--- config.mk ---
export PLATFORM = sky130hd
export DESIGN_NAME = psar_top
export DESIGN_NICKNAME = d
export VERILOG_FILES = /design/src/rtl/psar_pkg.sv /design/src/rtl/psar_access.sv /design/src/rtl/psar_store.sv /design/src/rtl/psar_rdport.sv /design/src/rtl/psar_top.sv
export SDC_FILE = /design/constraint.sdc
export NUM_CORES = 1
export LEC_CHECK = 0
export CAP_MARGIN = 10
export CORE_ASPECT_RATIO = 0.8
export CORE_UTILIZATION = 55
export CTS_BUF_LIST = sky130_fd_sc_hd__clkbuf_4 sky130_fd_sc_hd__clkbuf_8
export CTS_CLUSTER_DIAMETER = 150
export DETAILED_ROUTE_END_ITERATION = 8
export DONT_BUFFER_PORTS = 1
export PLACE_DENSITY = 0.82
export RECOVER_POWER = 25
export SETUP_SLACK_MARGIN = 0.3
export SLEW_MARGIN = 0
export SYNTH_ARGS = -nofsm -noshare
export SYNTH_HDL_FRONTEND = slang
export SYNTH_HIERARCHICAL = 1
export SYNTH_SLANG_ARGS = --single-unit
--- constraint.sdc ---
create_clock -name clk -period 3.4 [get_ports clk]
set_input_delay 0.68 -clock clk [delete_from_list [all_inputs] [get_ports clk]]
set_output_delay 0.68 -clock clk [all_outputs]
set_load 0.01 [all_outputs]
--- src/rtl/psar_pkg.sv ---
package psar_pkg;
  localparam int unsigned DATA_W   = 32;
  localparam int unsigned ADDR_W   = 12;
  localparam logic [DATA_W-1:0] IMPL_MASK_DEF = 32'h0000_200C;
  localparam logic [ADDR_W-1:0] REG_OFFSET_DEF = 12'h010;

  typedef enum logic [1:0] {
    ATTR_NS_UNPRIV = 2'b00,
    ATTR_NS_PRIV   = 2'b01,
    ATTR_S_UNPRIV  = 2'b10,
    ATTR_S_PRIV    = 2'b11
  } attr_e;

  function automatic logic covers_all(input logic [DATA_W-1:0] cfg,
                                      input logic [DATA_W-1:0] mask);
    return (cfg & mask) == mask;
  endfunction
endpackage

--- src/rtl/psar_access.sv ---
module psar_access
  import psar_pkg::*;
#(
  parameter logic [DATA_W-1:0] IMPL_MASK = IMPL_MASK_DEF
) (
  input  logic              clk,
  input  logic              rst_n,
  input  logic              hit_wr,
  input  attr_e             attr,
  input  logic [DATA_W-1:0] priv_cfg,
  input  logic              lock_in,
  input  logic              sec_en,
  output logic [DATA_W-1:0] wr_allow,
  output logic              lock_seen,
  output logic              illegal_pulse
);
  logic is_secure, is_priv, blocked, all_priv, ill_d;

  assign is_secure = attr[1];
  assign is_priv   = attr[0];
  assign blocked   = lock_in | lock_seen;
  assign all_priv  = covers_all(priv_cfg, IMPL_MASK);

  always_ff @(posedge clk or negedge rst_n) begin
    if (!rst_n) lock_seen <= 1'b0;
    else if (lock_in) lock_seen <= 1'b1;
  end

  for (genvar i = 0; i < DATA_W; i++) begin : g_gate
    if (IMPL_MASK[i]) begin : g_impl
      assign wr_allow[i] = hit_wr & sec_en & ~blocked & is_secure
                           & (is_priv | ~priv_cfg[i]);
    end else begin : g_rsv
      assign wr_allow[i] = 1'b0;
    end
  end

  assign ill_d = hit_wr & sec_en & (~is_secure | (~is_priv & all_priv));

  always_ff @(posedge clk or negedge rst_n) begin
    if (!rst_n) illegal_pulse <= 1'b0;
    else        illegal_pulse <= ill_d;
  end

  AST_SP_NO_EVENT: assert property (@(posedge clk) disable iff (!rst_n)
    (hit_wr && attr == ATTR_S_PRIV) |=> !illegal_pulse);
  AST_EVENT_CAUSE: assert property (@(posedge clk) disable iff (!rst_n)
    illegal_pulse |-> $past(hit_wr && sec_en));
endmodule

--- src/rtl/psar_store.sv ---
module psar_store
  import psar_pkg::*;
#(
  parameter logic [DATA_W-1:0] IMPL_MASK = IMPL_MASK_DEF
) (
  input  logic              clk,
  input  logic              rst_n,
  input  logic [DATA_W-1:0] wr_allow,
  input  logic [DATA_W-1:0] wdata,
  output logic [DATA_W-1:0] q
);
  for (genvar i = 0; i < DATA_W; i++) begin : g_cell
    if (IMPL_MASK[i]) begin : g_ff
      always_ff @(posedge clk or negedge rst_n) begin
        if (!rst_n)           q[i] <= 1'b0;
        else if (wr_allow[i]) q[i] <= wdata[i];
      end
    end else begin : g_zero
      assign q[i] = 1'b0;
    end
  end

  AST_NO_ALLOW_HOLD: assert property (@(posedge clk) disable iff (!rst_n)
    (wr_allow == '0) |=> $stable(q));
endmodule

--- src/rtl/psar_rdport.sv ---
module psar_rdport
  import psar_pkg::*;
#(
  parameter logic [ADDR_W-1:0] REG_OFFSET = REG_OFFSET_DEF
) (
  input  logic              clk,
  input  logic              rst_n,
  input  logic [ADDR_W-1:0] addr,
  input  logic              sec_en,
  input  logic [DATA_W-1:0] q,
  output logic [DATA_W-1:0] rdata
);
  always_ff @(posedge clk or negedge rst_n) begin
    if (!rst_n)                             rdata <= '0;
    else if (addr == REG_OFFSET && sec_en)  rdata <= q;
    else                                    rdata <= '0;
  end

  AST_RD_SECDIS_ZERO: assert property (@(posedge clk) disable iff (!rst_n)
    !sec_en |=> (rdata == '0));
  AST_RD_MISS_ZERO: assert property (@(posedge clk) disable iff (!rst_n)
    (addr != REG_OFFSET) |=> (rdata == '0));
  AST_RD_LATENCY: assert property (@(posedge clk) disable iff (!rst_n)
    (addr == REG_OFFSET && sec_en) |=> (rdata == $past(q)));
endmodule

--- src/rtl/psar_top.sv ---
module psar_top
  import psar_pkg::*;
#(
  parameter logic [DATA_W-1:0] IMPL_MASK  = IMPL_MASK_DEF,
  parameter logic [ADDR_W-1:0] REG_OFFSET = REG_OFFSET_DEF
) (
  input  logic              clk,
  input  logic              rst_n,
  input  logic [ADDR_W-1:0] bus_addr,
  input  logic              bus_wr,
  input  logic [DATA_W-1:0] bus_wdata,
  input  logic              bus_secure,
  input  logic              bus_priv,
  output logic [DATA_W-1:0] bus_rdata,
  input  logic [DATA_W-1:0] priv_cfg,
  input  logic              lock_in,
  input  logic              sec_en,
  output logic [DATA_W-1:0] periph_secure,
  output logic              illegal_pulse
);
  logic              hit_wr, lock_seen;
  logic [DATA_W-1:0] wr_allow, q;
  attr_e             attr;

  assign hit_wr = bus_wr && (bus_addr == REG_OFFSET);
  assign attr   = attr_e'({bus_secure, bus_priv});

  psar_access #(.IMPL_MASK(IMPL_MASK)) u_access (
    .clk(clk), .rst_n(rst_n), .hit_wr(hit_wr), .attr(attr),
    .priv_cfg(priv_cfg), .lock_in(lock_in), .sec_en(sec_en),
    .wr_allow(wr_allow), .lock_seen(lock_seen), .illegal_pulse(illegal_pulse)
  );

  psar_store #(.IMPL_MASK(IMPL_MASK)) u_store (
    .clk(clk), .rst_n(rst_n), .wr_allow(wr_allow), .wdata(bus_wdata), .q(q)
  );

  psar_rdport #(.REG_OFFSET(REG_OFFSET)) u_rd (
    .clk(clk), .rst_n(rst_n), .addr(bus_addr), .sec_en(sec_en),
    .q(q), .rdata(bus_rdata)
  );

  assign periph_secure = sec_en ? q : '0;

  AST_NS_WRITE_HOLD: assert property (@(posedge clk) disable iff (!rst_n)
    (hit_wr && !bus_secure) |=> $stable(q));
  AST_LOCK_HOLD: assert property (@(posedge clk) disable iff (!rst_n)
    lock_seen |=> $stable(q));
  AST_SECDIS_HOLD: assert property (@(posedge clk) disable iff (!rst_n)
    !sec_en |=> $stable(q));
  AST_RSV_ZERO: assert property (@(posedge clk) disable iff (!rst_n)
    hit_wr |=> ((q & ~IMPL_MASK) == '0));
  AST_PRIV_GATE: assert property (@(posedge clk) disable iff (!rst_n)
    (hit_wr && !bus_priv) |=> (((q ^ $past(q)) & $past(priv_cfg)) == '0));
endmodule

After elaboration in Yosys (flattened, before gate mapping):

Cells that the tools add are included.

* word-level logic and storage cells: 31
* output and inout bits: 65
* input bits: 83
* register bits: 37

* reductions and logical operators: 2
* bitwise gates (word level): 19
* equality and inequality tests: 2
* muxes and demuxes: 2

Operator list (count)
* two-way mux 14 bit: 2
* == test 12 x 5 -> 1 bit (second input constant): 1
* AND 1 bit: 8
* NOT 1 bit: 6
* OR 1 bit: 5
* == test 3 bit (second input constant): 1
* logical AND 1 bit: 2

Depth between registers and ports, before layout:

Gate-level depths: netlist of run 1.

* word-level depth: 6
* gate-level depth with buffers: 5
* depth with buffers taken out: 5

Cells and area by module:

Netlist of run 1, hierarchy kept.

By module, submodules not included
* psar_rdport: cells an instance 120, instances 1, seq. area each 800.8 um2, area each 1679.1 um2
* psar_access: cells an instance 43, instances 1, seq. area each 50.0 um2, area each 381.6 um2
* psar_store: cells an instance 36, instances 1, seq. area each 75.1 um2, area each 341.6 um2
* psar_top: cells an instance 40, instances 1, seq. area each 0.0 um2, area each 250.2 um2

Worst setup path after synthesis of run 1:

Ideal clock, no wire load.

* path type: input to register
* start: input port bus_addr[7]
* end: register u_store.q[2]
* arrival: 1833 ps
* stages: 5
* setup time: 125 ps
* required time: 3275 ps
* setup slack: 1441 ps
* path buffers: 0
* cell sequence: nor4b_1 > and4_1 > nand4bb_4 > nor3b_2 > mux2_4

* longest elaborated chain between the ends: 6

RTL lines
* start, declared: line psar_top.sv:9 `input logic [ADDR_W-1:0] bus_addr,`
* == test 12 x 5 -> 1 bit: line psar_top.sv:25 `assign hit_wr = bus_wr && (bus_addr == REG_OFFSET);`
* logical AND 1 bit: line psar_top.sv:25
* net hit_wr: line psar_top.sv:21 `logic hit_wr, lock_seen;`
* AND 1 bit (3 in a row): line psar_access.sv:31 `assign wr_allow[i] = hit_wr & sec_en & ~blocked & is_secure`
* AND 1 bit: line psar_access.sv:32 `& (is_priv | ~priv_cfg[i]);`
* net wr_allow[2]: line psar_top.sv:22 `logic [DATA_W-1:0] wr_allow, q;`
* end signal, assigned by index: line psar_store.sv:16 `else if (wr_allow[i]) q[i] <= wdata[i];`
* end, declared: line psar_store.sv:10 `output logic [DATA_W-1:0] q`

The timed path passes the listed nets, and every way through them passes these cells.
A chain may end at the register's enable or synchronous reset.

Worst setup path in the final report of run 1:

* start: input port bus_addr[3]
* end: register u_store.q[3]

Same word-level chain as after synthesis.

==> results.txt, run 1 <==
----------------------------------------------------
[Run status]
  Result of the run ... finished clean

[Die]
  Die Height ... 61.5 µm
  Area of the core ... 4200 µm²
  Std cell rows ... 21
  Top Ports ... 148
  Initial Utilization ... 57.8%
  Die area ... 4690 µm²
  Die extent in x ... 76.3 µm

[Clocking]
  Post-cts hold buffer count ... 0
  Worst-skew pair later-pin latency ... 0.28 ns
  Clock buffer depth ... 2
  Number of resized instances in the post-cts repair step ... 0
  H-tree depth ... 2
  Reg clk slew, reported paths ... 0.07 ns
  Sinks on the clock net ... 37
  Cell at the root of the clock tree ... sky130_fd_sc_hd__clkbuf_8
  Cts bufs inserted ... 5
  Clock tree from TritonCTS ... yes
  Post-CTS Repair Setup Buffers ... 0

[Setup path]
  Critical path class ... input port to flop
  Worst Path Arrival ... 2.13 ns
  Data required time at the worst endpoint ... 3.57 ns
  Largest fanout on the critical path ... 33
  Setup crit start kind ... input port
  Kind of end point of the critical path ... flop

[Global routing]
  Most congested layer reported by global routing ... met2
  Largest net degree at the start of global routing ... 38
  Met1 Track Usage GR ... 29.1%
  Grt met3 use ... 5.04%
  Vias in the first global route ... 1401
  Number of antenna violations at the first check in global routing ... 0
  Total overflow reported by the global router ... 0
  Total global-route track usage ... 21.0%
  Global-route wire length before repair ... 7410 µm
  Routing usage on met2 ... 32.4%

[STA]
  Worst setup skew after layout ... 0.00154 ns
  Timing-limited maximum frequency ... 510 MHz
  Least-Margin Pin Slew ... 0.575 ns
  Hold_ws ... 0.0842 ns
  Setup violations, final ... 0
  Slew Limit Fails ... 0
  Remaining max-slew budget at the tightest pin ... 61.6%
  Shortest period the worst path allows ... 1.96 ns
  Setup repair after global routing missed its margin ... false
  Number of failing hold endpoints at the final stage ... 0
  Sum Neg Setup Slack ... 0 ns
  Final cycle utilization of the critical path ... 57.7%

[Cells and area]
  Non-Filler Instances ... 252
  Count of inserted antenna diode cells ... 0
  Number of inserted filler cells in the final layout ... 367
  Layout cell share with drive strength beyond 1 ... 42.6%
  Post-synthesis to final-layout area growth ... -2.68%
  Final net count ... 277
  Design area ... 2370 µm²

[Power and ir drop]
  Leak Pwr ... 0.911 nW
  Maximum vdd drop ... 0.173 mV
  Power density relative to cell area ... 343 nW/µm²

[Job]
  Count of maximum capacitance violations ... 0

[Place]
  IO buf count ... 0
  Detailed-placement wirelength estimate ... 3000 µm
  Placed inst area ... 2280 µm²
  Total placed cells including tap cells ... 244
  Last weighted congestion value of the routability-driven placer ... 0.653

[Detailed routing]
  Vias post-DR ... 1476
  Number of nets with antenna violations after detailed routing ... 0
  Per-cell via count in the routed design ... 5.86
  Drt initial violations ... 56
  Wire length per cell ... 18.8 µm
  Final wirelength ... 4730 µm
  TritonRoute pass-1 iters ... 4
  Final routed DRC violation total ... 0

[Logic synthesis]
  Avg Synthesized Cell Area ... 11.6 µm²
  Warnings from Yosys ... 6
  Syn Std Cell Area ... 2430 µm²
  Count of mapped cells out of synthesis ... 209

[Worst hold path]
  Worst min-delay path category ... input port to async pin

----------------------------------------------------
[area by class of cell]
| type | instances | area [µm²] | share of cell area, % |
|---|---|---|---|
| sequential | 37 | 926 | 39.1 |
| clock inverter | 2 | 10.0 | 0.423 |
| tap | 57 | 71.3 | 3.01 |
| clock buffer | 6 | 76.3 | 3.23 |
| timing repair buffer | 3 | 22.5 | 0.952 |
| multi-input combinational | 147 | 1260 | 53.3 |
[path summary, 6_finish.rpt]
kind	startpoint	to	slack [ns]	depth (start not counted)
max	bus_addr[3]	u_store/q[3]	1.44	5
min	rst_n	u_rd/rdata[12]	0.08	0
max reg2reg	u_access/lock_seen	u_store/q[3]	2.04	3
min reg2reg	u_access/lock_seen	u_access/lock_seen	0.48	1
max in group asynchronous	rst_n	u_rd/rdata[24]	3.24	0
min in group clk	bus_secure	u_access/illegal_pulse	0.47	1
[sequential cells by signal, indices dropped and copies added (netlist names)]
register and flops:
u_access/lock_seen 1, u_store/q 3, u_access/illegal_pulse 1, u_rd/rdata 32
[per-stage QoR]
| stage | power, mW | utilization (%) | worst slack (ns) |
|---|---|---|---|
| 2_1_floorplan | 0.553 | - | 1.44 |
| 3_3_place_gp | 0.518 | 54.2 | 1.25 |
| 3_5_place_dp | 0.518 | 54.2 | 1.18 |
| 4_1_cts | 0.821 | 56.3 | 1.48 |
| 5_1_grt | 0.856 | 56.3 | 1.44 |
| 6_report | 0.813 | 56.3 | 1.44 |
[where the power goes]
| group | internal, mW | leakage (nW) | switching (mW) | total [mW] |
|---|---|---|---|---|
| sequential | 0.440 | 0.512 | 0.0000291 | 0.440 |
| combinational | 0.0272 | 0.351 | 0.0462 | 0.0734 |
| clock | 0.150 | 0.0484 | 0.149 | 0.299 |
[cells in the final DEF (no fill, tap or decap), drive strengths merged, types with 2 or more instances in the layout]
master  count
and2       32
and2b       2
buf         3
clkbuf      6
clkinv      2
conb       29
dfrtp      37
mux2        3
nor3b       3
nor4       32
nor4b       2
or2         2
or4b       34
[worst max-delay path: stages]
cell and delay (ns):
sky130_fd_sc_hd__nor4b_1 0.32, sky130_fd_sc_hd__and4_1 0.33, sky130_fd_sc_hd__nand4bb_4 0.15, sky130_fd_sc_hd__nor3b_2 0.32
sky130_fd_sc_hd__mux2_4 0.33
[metal layers]
metal / share of wire (%) / wire length (µm)
met5: 0 / 0
met3: 5.5 / 262
met4: 0.78 / 37
met1: 47 / 2210
met2: 47 / 2220
No activity file was read; power rests on OpenSTA's default activity.
==> run 2: changes to the inputs <==
- PLACE_DENSITY: 0.82 -> 0.85
- clock period: 3.4 -> 1.6 ns (I/O delays scaled with it)
==> run 2 against run 1 <==
Against the previous run: worst setup slack got worse by 1.2 ns; hold slack improved by 0.038 ns; utilization rose by 3.5 points; sequential share of layout area is 2.3 points lower; design area up 6.2%; clock power grew to 2.8 times the previous value; critical path depth stayed put; flip-flop and latch count is the same; first-iteration DRC count is 96% higher; highest routed layer unchanged; global-route usage decreased by 0.32 points; sequential power up 110%; die area is the same.
==> results.txt, run 2 (synthesized netlist as in run 1, its figures left out) <==
----------------------------------------------------
[Global routing]
  Vias in the first global route ... 1345 (-4.0%)
  Total global-route track usage ... 20.6% (-0.32 points)
  Most congested layer reported by global routing ... met2
  Met1 Track Usage GR ... 27.8% (-1.3 points)
  Global-route wire length before repair ... 7290 µm (-1.7%)
  Largest net degree at the start of global routing ... 38 (unchanged)
  Routing usage on met2 ... 32.7% (+0.26 points)
  Number of antenna violations at the first check in global routing ... 0 (unchanged)
  Grt met3 use ... 5.93% (+0.89 points)
  Total overflow reported by the global router ... 0 (unchanged)

[Place]
  Last weighted congestion value of the routability-driven placer ... 0.745 (+14%)
  Detailed-placement wirelength estimate ... 3120 µm (+3.9%)
  IO buf count ... 0 (unchanged)
  Post-placement setup slack ... -0.116 ns (-1.29 ns)

[Detailed routing]
  TritonRoute pass-1 iters ... 4 (unchanged)
  Drt initial violations ... 110 (+96%)
  Wire length per cell ... 18.5 µm (-1.6%)
  Number of nets with antenna violations after detailed routing ... 0 (unchanged)
  Final routed DRC violation total ... 0 (unchanged)
  Per-cell via count in the routed design ... 5.67 (-3.2%)
  Final wirelength ... 4800 µm (+1.5%)
  Vias post-DR ... 1474 (-0.14%)

[STA]
  Shortest period the worst path allows ... 1.37 ns
  Final cycle utilization of the critical path ... 85.4%
  Sum Neg Setup Slack ... 0 ns (unchanged)
  Setup repair after global routing missed its margin ... true
  Setup violations, final ... 0 (unchanged)
  Number of failing hold endpoints at the final stage ... 0 (unchanged)
  Timing-limited maximum frequency ... 732 MHz
  Slew Limit Fails ... 0 (unchanged)
  Worst setup skew after layout ... 0.00219 ns (+0.000648 ns)
  Remaining max-slew budget at the tightest pin ... 40.4% (-21 points)
  Least-Margin Pin Slew ... 0.894 ns (+0.319 ns)
  Setup ws final ... 0.234 ns (-1.20 ns)

[Setup path]
  Crit path max-delay cell type ... sky130_fd_sc_hd__mux2_4
  Cells along the critical path ... nor4b_4 -> and4_4 -> nand4bb_4 -> nor3b_4 -> mux2_4
  Largest fanout on the critical path ... 3 (-91%)
  Cell family with most CP delay ... simple AND/OR/NAND/NOR gates
  Data required time at the worst endpoint ... 1.77 ns (-1.80 ns)
  Count of buffer and inverter cells on the critical path ... 0 (unchanged)
  Worst Path Arrival ... 1.53 ns (-0.60 ns)
  Critical path class ... input port to flop
  Setup crit start kind ... input port
  Kind of end point of the critical path ... flop
  Max stage delay on crit path ... 0.32 ns (about the same)

[Die]
  Initial Utilization ... 57.8% (unchanged)
  Top Ports ... 148 (unchanged)
  Die area ... 4690 µm² (unchanged)
  Die Height ... 61.5 µm (unchanged)
  Std cell rows ... 21 (unchanged)
  Die extent in x ... 76.3 µm (unchanged)
  Area of the core ... 4200 µm² (unchanged)

[Cells and area]
  Post-synthesis to final-layout area growth ... 3.40%
  Most used cells in the layout excluding fill and tap cells ... sky130_fd_sc_hd__dfrtp_1, sky130_fd_sc_hd__and2_1, sky130_fd_sc_hd__or4b_2
  Sequential cell area in the final layout ... 926 µm² (unchanged)
  Count of inserted antenna diode cells ... 0 (unchanged)
  Multi-input gate area in the final layout ... 1310 µm² (+4.3%)
  Number of flip-flops in the largest register ... 32 (unchanged)
  Number of inserted filler cells in the final layout ... 358 (-2.5%)
  Largest registers in the final layout ... u_rd/rdata x32, u_store/q x3
  Register bank with the most flops ... u_rd/rdata
  Leading cell type in the layout, fill and taps excluded ... sky130_fd_sc_hd__dfrtp_1
  Layout cell share with drive strength beyond 1 ... 45.8% (+3.2 points)
  Final net count ... 285 (+2.9%)

[Clocking]
  Cell at the root of the clock tree ... sky130_fd_sc_hd__clkbuf_8
  Worst-skew pair later-pin latency ... 0.28 ns (about the same)
  Clock tree from TritonCTS ... yes
  Cts bufs inserted ... 5 (unchanged)
  Clock buffer depth ... 2 (unchanged)
  Reg clk slew, reported paths ... 0.07 ns (about the same)
  H-tree depth ... 2 (unchanged)
  Sinks on the clock net ... 37 (unchanged)

[Worst hold path]
  Worst min-delay path category ... input port to flop

[Power and ir drop]
  Leak Pwr ... 0.989 nW (+8.6%)
  Maximum vdd drop ... 0.392 mV (+130%)
  Power density relative to cell area ... 781 nW/µm² (+130%)

[Run status]
  Result of the run ... finished clean

[Job]
  Count of maximum capacitance violations ... 0 (unchanged)

----------------------------------------------------
## run 2: report_power, final
part | internal (mW) | switching [mW]
clock | 0.525 | 0.316
combinational | 0.0673 | 0.120
sequential | 0.935 | 0.0000615
total | 1.53 | 0.436
## run 2: path summary, 6_finish.rpt
kind	from	end	slack, ns	cells past startpoint
hold reg to reg	u_access/lock_seen	u_access/lock_seen	0.47	1
min in group asynchronous	rst_n	u_rd/rdata[28]	0.74	2
max in group asynchronous	rst_n	u_rd/rdata[8]	0.31	2
setup / recovery	bus_addr[2]	u_store/q[13]	0.23	5
setup reg to reg	u_access/lock_seen	u_store/q[13]	0.34	3
hold / removal	bus_secure	u_access/illegal_pulse	0.12	1
## run 2: area by class of cell
cell class | instances | share of cell area [%]
Clock buffer | 7 | 3.58
Clock inverter | 1 | 1.19
Multi-Input combinational cell | 147 | 52.3
Sequential cell | 37 | 36.8
Tap cell | 57 | 2.84
Timing Repair Buffer | 11 | 3.29
## run 2: routing by layer
layer / vias to the layer above / wire (µm)
li1: 686 / -
met3: 5 / 321
met4: 0 / 33
met2: 71 / 2190
met1: 712 / 2260
met5: - / 0
## run 2: through the flow
step / power (mW) / std cells / cell area, µm² / utilization (%) / hold WS (ns)
detailed placement: 1.11 / 248 / 2340 / 55.6 / 0.0251
global placement: 1.11 / 248 / 2340 / 55.6 / 0.0251
floorplan: 1.18 / 237 / 2590 / - / 0.0244
finish: 1.96 / 260 / 2510 / 59.8 / 0.122
CTS: 1.97 / 259 / 2510 / 59.6 / 0.112
global route: 2.04 / 260 / 2510 / 59.8 / 0.127
## run 2: what timing repair did
item                                    4_1_cts  5_1_grt
pin swaps                                     6        3
buffers inserted                              1        1
gates resized for setup                       2        2
endpoints found under the setup margin        4        4
hold buffers                                  2        0
endpoints found under the hold margin        37        0
==> run 3: changes to the inputs <==
- PLACE_DENSITY: 0.85 -> 0.73
==> run 3 against run 2 <==
Against the previous run: register-to-register slack hardly changed; non-clock buffer count is 2 lower; design area is 0.60% lower; hold slack worse by 0.0014 ns; highest routed layer unchanged; die area stayed put; total power is 0.26% higher; sequential share of layout area is 0.22 points higher; largest cell class unchanged; largest power group unchanged; first-iteration DRC count is 24% lower.
==> results.txt, run 3 (synthesized netlist as in run 1, its figures left out) <==
----------------------------------------------------
[Cells and area]
  Number of flip-flops in the largest register ... 32 (unchanged)
  Count of inserted antenna diode cells ... 0 (unchanged)
  Multi-input gate area in the final layout ... 1300 µm² (-1.1%)
  Sequential cell area in the final layout ... 926 µm² (unchanged)
  Post-synthesis to final-layout area growth ... 2.78%
  Design area ... 2500 µm² (-0.60%)
  Non-Filler Instances ... 258 (-0.77%)
  Layout cell share with drive strength beyond 1 ... 45.3% (-0.54 points)
  Leading cell type in the layout, fill and taps excluded ... sky130_fd_sc_hd__dfrtp_1
  Register bank with the most flops ... u_rd/rdata
  Largest registers in the final layout ... u_rd/rdata x32, u_store/q x3
  Post-Route Utilization ... 59.4% (-0.36 points)
  Final net count ... 283 (-0.70%)
  Most used cells in the layout excluding fill and tap cells ... sky130_fd_sc_hd__dfrtp_1, sky130_fd_sc_hd__and2_1, sky130_fd_sc_hd__or4b_2
  Number of inserted filler cells in the final layout ... 364 (+1.7%)

[Setup path]
  Crit path to ... u_store/q[3]
  Critical path class ... input port to flop
  Count of buffer and inverter cells on the critical path ... 0 (unchanged)
  Setup crit start kind ... input port
  Largest fanout on the critical path ... 33 (+30)
  Cell family with most CP delay ... simple AND/OR/NAND/NOR gates
  Crit path max-delay cell type ... sky130_fd_sc_hd__mux2_4
  Max stage delay on crit path ... 0.31 ns (about the same)
  Worst Path Arrival ... 1.50 ns (-0.03 ns)
  Setup slack, reg-to-reg ... 0.35 ns (about the same)
  Critical Path Stages ... 5 (unchanged)
  Capture point of the worst reg-to-reg path ... u_store/q[3]
  Kind of end point of the critical path ... flop
  FF-to-FF Start ... u_access/lock_seen
  Data required time at the worst endpoint ... 1.77 ns (about the same)
  Critical Path Start ... bus_addr[3]
  Cells along the critical path ... nor4b_4 -> and4_4 -> nand4bb_4 -> nor3b_2 -> mux2_4
  Number of cells on the worst reg-to-reg path ... 3 (unchanged)

[Place]
  Total placed cells including tap cells ... 248 (unchanged)
  Post-placement setup slack ... -0.0525 ns (+0.0630 ns)
  Detailed-placement wirelength estimate ... 3230 µm (+3.7%)
  IO buf count ... 0 (unchanged)
  Placed inst area ... 2340 µm² (unchanged)
  Last weighted congestion value of the routability-driven placer ... 0.723 (-2.9%)

[STA]
  Setup repair after global routing missed its margin ... true
  Setup violations, final ... 0 (unchanged)
  Hold_ws ... 0.121 ns (-0.00138 ns)
  Shortest period the worst path allows ... 1.33 ns (-0.0373 ns)
  Number of failing hold endpoints at the final stage ... 0 (unchanged)
  Slew Limit Fails ... 0 (unchanged)
  Worst setup skew after layout ... 0.00655 ns (+0.00436 ns)
  Sum Neg Setup Slack ... 0 ns (unchanged)
  Timing-limited maximum frequency ... 753 MHz (+2.8%)
  Final cycle utilization of the critical path ... 83.0% (-2.3 points)
  Setup ws final ... 0.271 ns (+0.0373 ns)

[Die]
  Die area ... 4690 µm² (unchanged)
  Die Height ... 61.5 µm (unchanged)
  Die extent in x ... 76.3 µm (unchanged)
  Initial Utilization ... 57.8% (unchanged)
  Std cell rows ... 21 (unchanged)
  Top Ports ... 148 (unchanged)
  Area of the core ... 4200 µm² (unchanged)

[Worst hold path]
  Worst min-delay path category ... input port to flop

[Detailed routing]
  TritonRoute pass-1 iters ... 4 (unchanged)
  Wire length per cell ... 18.8 µm (+2.1%)
  Final wirelength ... 4860 µm (+1.3%)
  Drt initial violations ... 84 (-24%)
  Number of nets with antenna violations after detailed routing ... 0 (unchanged)
  Final routed DRC violation total ... 0 (unchanged)
  Per-cell via count in the routed design ... 5.66 (-0.11%)
  Vias post-DR ... 1461 (-0.88%)

[Clocking]
  Worst-skew pair later-pin latency ... 0.28 ns (about the same)
  Clock tree from TritonCTS ... yes
  Sinks on the clock net ... 37 (unchanged)
  Cts bufs inserted ... 5 (unchanged)
  Post-CTS Repair Setup Buffers ... 0 (-1)
  Cell at the root of the clock tree ... sky130_fd_sc_hd__clkbuf_8
  Reg clk slew, reported paths ... 0.07 ns (about the same)
  H-tree depth ... 2 (unchanged)
  Clock buffer depth ... 2 (unchanged)

[Global routing]
  Vias in the first global route ... 1414 (+5.1%)
  Total overflow reported by the global router ... 0 (unchanged)
  Largest net degree at the start of global routing ... 38 (unchanged)
  Total global-route track usage ... 21.1% (+0.48 points)
  Global-route wire length before repair ... 7390 µm (+1.4%)
  Number of antenna violations at the first check in global routing ... 0 (unchanged)

[Power and ir drop]
  Maximum vdd drop ... 0.555 mV (+42%)
  Leak Pwr ... 0.970 nW (-2.0%)
  Total chip power ... 1.97 mW (+0.26%)
  Power density relative to cell area ... 788 nW/µm² (+0.86%)

[Job]
  Count of maximum capacitance violations ... 0 (unchanged)

[Run status]
  Result of the run ... finished clean

----------------------------------------------------
run 3: repair_timing:
item | CTS | global route
setup endpoints to repair | 3 | 3
endpoints found under the hold margin | 37 | 0
resized for setup | 0 | 2
pin swaps | 4 | 1
hold buffers | 2 | 0
run 3: area by class of cell:
type | count | area share (%)
multi-input cells | 147 | 52.0
clock inverters | 1 | 1.20
flip-flops and latches | 37 | 37.1
repair buffers | 9 | 3.30
well taps | 57 | 2.85
clock buffers | 7 | 3.61
run 3: per-layer routing:
layer / up-vias / track usage (%) / wire length, µm
met1: 719 / 27.5 / 2210
li1: 684 / - / -
met3: 7 / 5.04 / 249
met5: - / 0 / 0
met4: 0 / 7.42 / 50
met2: 51 / 35.3 / 2350
run 3: worst min-delay path by stage:
stage                          start                      to  slack [ns]  cells past startpoint
after floorplan                rst_n  u_access/illegal_pulse        0.02                      0
after global placement         rst_n          u_rd/rdata[19]        0.03                      0
after detailed placement       rst_n          u_rd/rdata[19]        0.03                      0
after CTS                 bus_secure  u_access/illegal_pulse        0.11                      1
after global routing      bus_secure  u_access/illegal_pulse        0.12                      1
final                     bus_secure  u_access/illegal_pulse        0.12                      1
run 3: power by group:
group	switching (mW)	internal, mW	total [mW]
combinational	0.121	0.0711	0.192
clock	0.316	0.525	0.841
sequential	0.0000605	0.935	0.935
total	0.437	1.53	1.97
run 3: worst register-to-register path: stages, from the launching register on:
cell,delay (ns)
sky130_fd_sc_hd__dfrtp_1,0.38
sky130_fd_sc_hd__nand4bb_4,0.22
sky130_fd_sc_hd__nor3b_2,0.23
sky130_fd_sc_hd__mux2_4,0.31
